$ cat config.mk
export PLATFORM = sky130hd
export DESIGN_NAME = sync_match_timer
export DESIGN_NICKNAME = d
export VERILOG_FILES = /design/src/rtl/sync_tmr_pkg.sv /design/src/rtl/tck_edge_det.sv /design/src/rtl/run_ctrl.sv /design/src/rtl/match_counter.sv /design/src/rtl/sync_match_timer.sv
export SDC_FILE = /design/constraint.sdc
export NUM_CORES = 1
export LEC_CHECK = 0
export BUFFER_PORTS_ARGS = -buffer_cell sky130_fd_sc_hd__clkbuf_2
export CORE_ASPECT_RATIO = 1.25
export CORE_UTILIZATION = 35
export DETAILED_ROUTE_END_ITERATION = 7
export MAX_ROUTING_LAYER = met4
export SYNTH_ARGS = -nofsm -noshare
export SYNTH_HDL_FRONTEND = slang
export SYNTH_SLANG_ARGS = --single-unit
$ cat constraint.sdc
create_clock -name clk -period 1.6 [get_ports clk]
set_input_delay 0.08 -clock clk [delete_from_list [all_inputs] [get_ports clk]]
set_output_delay 0.08 -clock clk [all_outputs]
set_load 0.05 [all_outputs]
$ cat src/rtl/sync_tmr_pkg.sv
package sync_tmr_pkg;

    localparam int TMR_W = 8;

    typedef enum logic [1:0] {
        SEL_CMD  = 2'd0,
        SEL_CNT  = 2'd1,
        SEL_CMP  = 2'd2,
        SEL_RSVD = 2'd3
    } reg_sel_e;

    typedef struct packed {
        logic run;
        logic stop;
        logic clr;
        logic cmp_we;
    } wr_dec_t;

    typedef struct packed {
        logic pend_start;
        logic pend_stop;
        logic active;
    } ctl_state_t;

    function automatic wr_dec_t decode_write(input logic en, input logic [1:0] sel,
                                             input logic [1:0] cmd_bits);
        wr_dec_t d;
        d = '0;
        if (en) begin
            unique case (reg_sel_e'(sel))
                SEL_CMD: begin
                    d.run  = cmd_bits[0];
                    d.stop = cmd_bits[1];
                end
                SEL_CNT:  d.clr    = 1'b1;
                SEL_CMP:  d.cmp_we = 1'b1;
                default:  d        = '0;
            endcase
        end
        return d;
    endfunction

endpackage

$ cat src/rtl/tck_edge_det.sv
module tck_edge_det #(
    parameter int STAGES = 2
) (
    input  logic clk,
    input  logic rst,
    input  logic tck_in,
    output logic fall_stb
);
    logic [STAGES-1:0] sync_q;
    logic              prev_q;

    genvar g;
    generate
        for (g = 0; g < STAGES; g++) begin : g_sync
            if (g == 0) begin : g_first
                always_ff @(posedge clk) begin
                    if (rst) sync_q[g] <= 1'b1;
                    else     sync_q[g] <= tck_in;
                end
            end else begin : g_rest
                always_ff @(posedge clk) begin
                    if (rst) sync_q[g] <= 1'b1;
                    else     sync_q[g] <= sync_q[g-1];
                end
            end
        end
    endgenerate

    always_ff @(posedge clk) begin
        if (rst) prev_q <= 1'b1;
        else     prev_q <= sync_q[STAGES-1];
    end

    assign fall_stb = prev_q & ~sync_q[STAGES-1];

    // a strobe never lasts two cycles
    a_r10_strobe_single: assert property (@(posedge clk) disable iff (rst)
        fall_stb |=> !fall_stb);

endmodule

$ cat src/rtl/run_ctrl.sv
module run_ctrl
    import sync_tmr_pkg::*;
(
    input  logic clk,
    input  logic rst,
    input  logic run_cmd,
    input  logic stop_cmd,
    input  logic stb,
    output logic active
);
    ctl_state_t st_q, st_d;

    always_comb begin
        st_d = st_q;
        if (stb) begin
            if (st_q.pend_stop)       st_d.active = 1'b0;
            else if (st_q.pend_start) st_d.active = 1'b1;
            st_d.pend_start = 1'b0;
            st_d.pend_stop  = 1'b0;
        end
        if (stop_cmd) begin
            st_d.pend_stop  = 1'b1;
            st_d.pend_start = 1'b0;
        end else if (run_cmd) begin
            st_d.pend_start = 1'b1;
            st_d.pend_stop  = 1'b0;
        end
    end

    always_ff @(posedge clk) begin
        if (rst) st_q <= '0;
        else     st_q <= st_d;
    end

    assign active = st_q.active;

    // the flag only rises on a timer-clock edge
    a_r2_rise_on_edge: assert property (@(posedge clk) disable iff (rst)
        $rose(active) |-> $past(stb));
    // the flag only falls on a timer-clock edge
    a_r5_fall_on_edge: assert property (@(posedge clk) disable iff (rst)
        $fell(active) |-> $past(stb));
    // stop wins over a simultaneous run
    a_r9_stop_wins: assert property (@(posedge clk) disable iff (rst)
        (run_cmd && stop_cmd) |=> !st_q.pend_start);

endmodule

$ cat src/rtl/match_counter.sv
module match_counter #(
    parameter int W = 8
) (
    input  logic         clk,
    input  logic         rst,
    input  logic         stb,
    input  logic         count_en,
    input  logic         clr,
    input  logic         cmp_we,
    input  logic [W-1:0] cmp_in,
    output logic [W-1:0] cnt,
    output logic         irq
);
    localparam logic [W-1:0] CMP_RST = {W{1'b1}};

    logic [W-1:0] cnt_q, cmp_q;
    logic         irq_q;
    logic         step, hit;

    assign step = stb & count_en & ~clr;
    assign hit  = (cnt_q == cmp_q);

    always_ff @(posedge clk) begin
        if (rst) begin
            cnt_q <= '0;
            cmp_q <= CMP_RST;
            irq_q <= 1'b0;
        end else begin
            irq_q <= 1'b0;
            if (cmp_we) cmp_q <= cmp_in;
            if (clr) begin
                cnt_q <= '0;
            end else if (step) begin
                if (hit) begin
                    cnt_q <= '0;
                    irq_q <= 1'b1;
                end else begin
                    cnt_q <= cnt_q + 1'b1;
                end
            end
        end
    end

    assign cnt = cnt_q;
    assign irq = irq_q;

    // an interrupt always comes with a wrapped counter
    a_r4_irq_wraps: assert property (@(posedge clk) disable iff (rst)
        irq |-> (cnt_q == '0));
    // an interrupt follows a counter that sat at the compare value
    a_r4_irq_from_match: assert property (@(posedge clk) disable iff (rst)
        irq |-> ($past(cnt_q) == $past(cmp_q)));
    // a counting edge below the compare value adds one
    a_r3_step_one: assert property (@(posedge clk) disable iff (rst)
        (step && !hit) |=> (cnt_q == $past(cnt_q) + 1'b1));
    // no edge, no change
    a_r3_hold_idle: assert property (@(posedge clk) disable iff (rst)
        (!stb && !clr) |=> $stable(cnt_q));
    // a counter write clears it
    a_r7_clear: assert property (@(posedge clk) disable iff (rst)
        clr |=> (cnt_q == '0));

endmodule

$ cat src/rtl/sync_match_timer.sv
module sync_match_timer
    import sync_tmr_pkg::*;
#(
    parameter int W           = TMR_W,
    parameter int SYNC_STAGES = 2
) (
    input  logic         clk,
    input  logic         rst,
    input  logic         tck,
    input  logic         wr_en,
    input  logic [1:0]   wr_sel,
    input  logic [W-1:0] wr_data,
    output logic [W-1:0] cnt_out,
    output logic         running,
    output logic         irq
);
    wr_dec_t wd;
    logic    stb;

    assign wd = decode_write(wr_en, wr_sel, wr_data[1:0]);

    tck_edge_det #(.STAGES(SYNC_STAGES)) u_edge (
        .clk      (clk),
        .rst      (rst),
        .tck_in   (tck),
        .fall_stb (stb)
    );

    run_ctrl u_ctrl (
        .clk      (clk),
        .rst      (rst),
        .run_cmd  (wd.run),
        .stop_cmd (wd.stop),
        .stb      (stb),
        .active   (running)
    );

    match_counter #(.W(W)) u_cnt (
        .clk      (clk),
        .rst      (rst),
        .stb      (stb),
        .count_en (running),
        .clr      (wd.clr),
        .cmp_we   (wd.cmp_we),
        .cmp_in   (wr_data),
        .cnt      (cnt_out),
        .irq      (irq)
    );

    // an idle timer never moves except through a clear
    a_r5_idle_hold: assert property (@(posedge clk) disable iff (rst)
        (!running && !wd.clr) |=> $stable(cnt_out));

endmodule

## Word-level counts from Yosys, hierarchy flattened

Index checks and enable logic that the tools add are counted.

| operators by class | value |
|---|---|
| bitwise gates (word level) | 6 |
| add/subtract/negate cells | 1 |
| equal/unequal tests | 3 |
| multiplexer cells | 11 |
| reductions and logical operators | 8 |

Operators with widths:

| operator | number |
|---|---|
| adder 8 x 1 -> 8 bit, second input constant | 1 |
| == test 8 bit | 1 |
| 2-to-1 mux 8 bit | 1 |
| 2-to-1 mux 1 bit | 6 |
| 2-to-1 mux 2 bit | 2 |
| 2-to-1 mux 4 bit | 1 |
| nonzero test 2 bit | 2 |
| OR reduction 2 bit | 2 |
| bitwise AND 1 bit | 3 |
| 2-to-1 mux 3 bit | 1 |
| inverter 1 bit | 3 |
| nonzero test 3 bit | 1 |
| OR reduction 3 bit | 1 |
| == test 2 x 1 -> 1 bit, second input constant | 1 |
| == test 2 bit, second input constant | 1 |
| logical NOT 2 bit | 1 |
| AND reduction 2 bit | 1 |

| word-level totals | value |
|---|---|
| register bits | 23 |
| output and inout port bits | 10 |
| input port bits | 14 |
| word-level logic and storage cells | 38 |

## Longest topological paths before layout

| depth | value |
|---|---|
| depth after elaboration | 7 |
| depth in mapped cells | 5 |
| mapped depth without buffers | 5 |

## By module

Synthesis repeated with hierarchy kept, for this count alone.

| unflattened totals | value |
|---|---|
| cell total of the unflattened synthesis | 101 |
| area, all modules | 1,027.2 sq um |

By module, submodules not included:

| module | instances | area an instance (sq um) | cells an instance |
|---|---|---|---|
| match_counter | 1 | 787.0 | 79 |
| run_ctrl | 1 | 110.1 | 11 |
| tck_edge_det | 1 | 85.1 | 7 |
| sync_match_timer | 1 | 45.0 | 4 |

## Worst setup path before layout

OpenSTA, ideal clock, no wires.

| timing path | value |
|---|---|
| kind | flip-flop to flip-flop |
| start point | register u_ctrl.st_q, in the netlist u_ctrl.active |
| end point | register u_cnt.cnt_q[1] (netlist: u_cnt.cnt[1]) |
| buffers on the path | 0 |
| path slack | -0.158 ns |
| period minus slack after synthesis | 1.758 ns |
| required time | 1.469 ns |
| stages on the path, launching flop included | 5 |
| data arrival time | 1.627 ns |
| path through | dfxtp_1 > nand3b_1 > or2_4 > o31ai_4 > nor3_2 |

| between the ends | value |
|---|---|
| word-level cells in the longest chain between the ends | 2 |

RTL lines:

| item | line | text |
|---|---|---|
| from (decl) | run_ctrl.sv:11 | `ctl_state_t st_q, st_d;` |
| from (signal assigned) | run_ctrl.sv:32 | `else st_q <= st_d;` |
| bitwise AND 1 bit (2 in series) | match_counter.sv:20 | `assign step = stb & count_en & ~clr;` |
| to (signal assigned) | match_counter.sv:38 | `cnt_q <= cnt_q + 1'b1;` |
| to (decl) | match_counter.sv:16 | `logic [W-1:0] cnt_q, cmp_q;` |

No other way between the ends.
A chain may end at the register's enable or synchronous reset.

## Final worst setup path

| timing path | value |
|---|---|
| start point | register u_cnt.cnt_q[7] (netlist: u_cnt.cnt[7]) |
| end point | register u_cnt.cnt_q[0] (netlist: u_cnt.cnt[0]) |

| between the ends | value |
|---|---|
| word-level cells in the longest chain between the ends | 2 |

RTL lines:

| item | line | text |
|---|---|---|
| == test 8 bit | match_counter.sv:21 | `assign hit = (cnt_q == cmp_q);` |
| 2-to-1 mux 8 bit | match_counter.sv:34 | `if (hit) begin` |

No other way between the ends.

==> flow_summary.toml <==
[die]
pin_count = 24
core_mm2 = 0.00276
die_width_um = 50.8
num_rows = 21
initial_core_util = 0.377
die_area_mm2 = 0.00320
fp.dieH_um = 63.0

[clock_tree]
cts.sinks = 23
clkLatencyLatePin_ns = 0.31
post_cts_resized = 0
cts.path.max_buffers = 2
cts_made_buffers = 3
post-cts-setup-buffers = 0
clk_pin_slew_worst_paths_ns = 0.13
root_buffer = "clkbuf_4"
htreeDepth = 1
cts_tree = "done"

[global_routing]
grt_pass1_wl_um = 3240
grt_max_degree = 16
track_usage = 0.138
grt_pass1_vias = 780
grt_remaining_overflow = 0
antenna_found_initial = 0

[drt]
drt_iter0_markers = 7
drcViolationCount = 0
detail-route-antenna-nets = 0
drt-total-wl_um = 1990
first_pass_iters = 2
viasPerCell = 4.67
via_count = 845
wire_per_inst_um = 11.0

[yosys]
syn-instance-count = 115
synth_top_area_share = 0.442
syn-num-nets = 130
yosysTopAreaCell = "dfxtp_1"
synth_area_mm2 = 0.00104
netlist-cell-type-count = 26
synth-async-reset-ratio = 0
synth.area.top_cells = "dfxtp_1 (44%), xnor2_1 (12%), nand2_1 (7.2%), nand3b_1 (6.5%), nor2_1 (4.0%)"
yosysMostFrequentCell = "dfxtp_1"
synth-main-ff-cell = "dfxtp_1"
ys_ff_latch = 23
syn_area_per_cell_um2 = 9.05
synth_edf_count = 0
seq_area_frac_synth = 0.442
ys_top_cells_by_count = "dfxtp_1 (23), nand2_1 (20), xnor2_1 (14), nor2_1 (11), nand3b_1 (9)"
ys_warn_count = 0

[critical_path]
rr_startpoint = "u_cnt.cnt[7]"
critPathRequiredTime_ns = 1.78
start_kind = "register"
timing.rr.end = "u_cnt.cnt[0]"
crit_type = "register to register"
worstPathArrival_ns = 1.62
ff2ff_path_depth = 4
reg2reg_slack_ns = 0.16
crit_fanout = 8
endpoint_kind = "register"

[pwr]
p_comb_frac = 0.097
p_int_mw = 0.733
p_seq_frac = 0.629
swShare = 0.228
powerDensity_mw_per_mm2 = 731
p_leak_nw = 0.524
p_clk_frac = 0.274
ir_worst_vdd_uv = 491
power.net_switching_mw = 0.216
finalPower_mw = 0.949

[timing]
max_slew_margin = 0.681
finalCritPeriodShare = 0.899
worstMarginPinSlew_ns = 0.476
final.setup.tns_ns = 0
final.setup.worst_slack_ns = 0.161
max_clock_freq_mhz = 695
finalSetupViolations = 0
grt_setup_unrepaired = "false"
maxSlewViolCount = 0
hold_viol = 0
period_needed_ns = 1.44
clock_skew_ns = 0.0121

[final_layout]
n_antenna_cell = 0
fillers = 291
final_layout_size_suffix_gt1_frac = 0.293
fin_util = 0.470
area_growth_pct = 24.6
nNetsFinal = 163

[worst_hold_path]
hp-start = "wr_data[0]"
min_to = "u_cnt.cmp_q[0]"
whs_path_depth = 3
min_path_type = "input port to register"

[place]
gp_congestion = 0.840
io_buffers = 23
dp.final_hpwl_um = 1530
place_ws_ns = 0.168

[run]
drv_cap = 0

[status]
status = "finished clean"
==> worst max-delay path, cell delays in order, from the launching register on <==
cell and delay [ns]:
dfxtp_1 0.43, xnor2_1 0.14, nand4_1 0.19, o31ai_4 0.47
nor2_1 0.09
==> kinds of logic (layout without fill, tap and decap cells) <==
| family | count (synthesis) | in the layout | share of synthesized area |
|---|---|---|---|
| DFF | 23 | 23 | 0.442 |
| buffers and inverters | 4 | 36 | 0.0216 |
| AOI/OAI and AO/OA | 6 | 6 | 0.0517 |
| xor gates and xnor gates | 15 | 15 | 0.126 |
| adders and majority gates | 1 | 1 | 0.0120 |
| and+or+nand+nor | 66 | 66 | 0.346 |
==> power groups by stage <==
stage	Combinational, mW	Sequential (mW)	Clock (mW)
finish	0.0919	0.597	0.260
global route	0.103	0.600	0.300
floorplan	0.0517	0.609	0
detailed placement	0.0778	0.611	0
global placement	0.0752	0.610	0
CTS	0.0931	0.598	0.273
==> sequential cells by signal, summed over array words and instances (netlist names) <==
| name | cells |
|---|---|
| u_cnt.cmp_q | 8 |
| u_cnt.cnt | 8 |
| u_cnt.irq | 1 |
| u_ctrl.active | 1 |
| u_ctrl.st_q | 2 |
| u_edge.prev_q | 1 |
| u_edge.sync_q | 2 |
==> worst max-delay path by stage <==
stage          depth (start not counted)            to  slack, ns          from
2_1_floorplan                          4  u_cnt.cnt[1]      0.006  u_cnt.cnt[7]
3_3_place_gp                           4  u_cnt.cnt[1]       0.21  u_cnt.cnt[7]
3_5_place_dp                           4  u_cnt.cnt[0]       0.17  u_cnt.cnt[7]
4_1_cts                                4  u_cnt.cnt[0]       0.14  u_cnt.cnt[7]
5_1_grt                                4  u_cnt.cnt[6]       0.05  u_cnt.cnt[7]
6_report                               4  u_cnt.cnt[0]       0.16  u_cnt.cnt[7]
==> cell type report <==
cell class / count / area [um2] / area share
clock buffers: 3 / 22.5 / 0.0174
clock inverters: 1 / 5.00 / 0.00386
multi-input cells: 88 / 558 / 0.430
flip-flops and latches: 23 / 467 / 0.360
repair buffers: 32 / 203 / 0.156
well taps: 34 / 42.5 / 0.0328
==> layout by cell type (no fill, tap or decap) <==
cell           count
xnor2_1           14
nand4_1            3
a211oi_1           1
nand3b_1           9
a21oi_1            3
and4bb_2           2
nand3_1            3
dlygate4sd3_1      8
or2_4              1
nor2_1            11
and2_1             1
nor4_1             3
clkbuf_4           3
and3b_1            1
or2_2              4
nor3b_1            1
clkinv_2           1
nor3_2             1
o21ba_2            1
dfxtp_1           18
ha_1               1
nor2b_1            1
nor3_1             4
o31ai_4            1
dfxtp_2            5
clkbuf_2          23
buf_4              1
nand2_1           20
nand2b_1           1
xor2_1             1
==> repair_timing <==
action,in CTS,in global routing
hold buffers,8,0
hold endpoints to repair,8,0
endpoints found under the setup margin,0,0
==> through the flow <==
stage          hold slack, ns  instance area [um2]  std cells
6_report               0.0153                 1300        181
5_1_grt                0.0137                 1300        181
4_1_cts               0.00990                 1300        181
3_5_place_dp            0.267                 1190        169
3_3_place_gp            0.264                 1190        169
2_1_floorplan           0.184                 1050        115
==> per-layer routing <==
metal  GRT usage  routed length [um]  vias to the layer above
met5           -                   0                        -
met4      0.0625                  21                        0
met3      0.0292                  68                        2
met2       0.228                 966                       16
met1       0.158                 929                      374
li1            -                   -                      453
No activity file was read; power rests on OpenSTA's default activity.
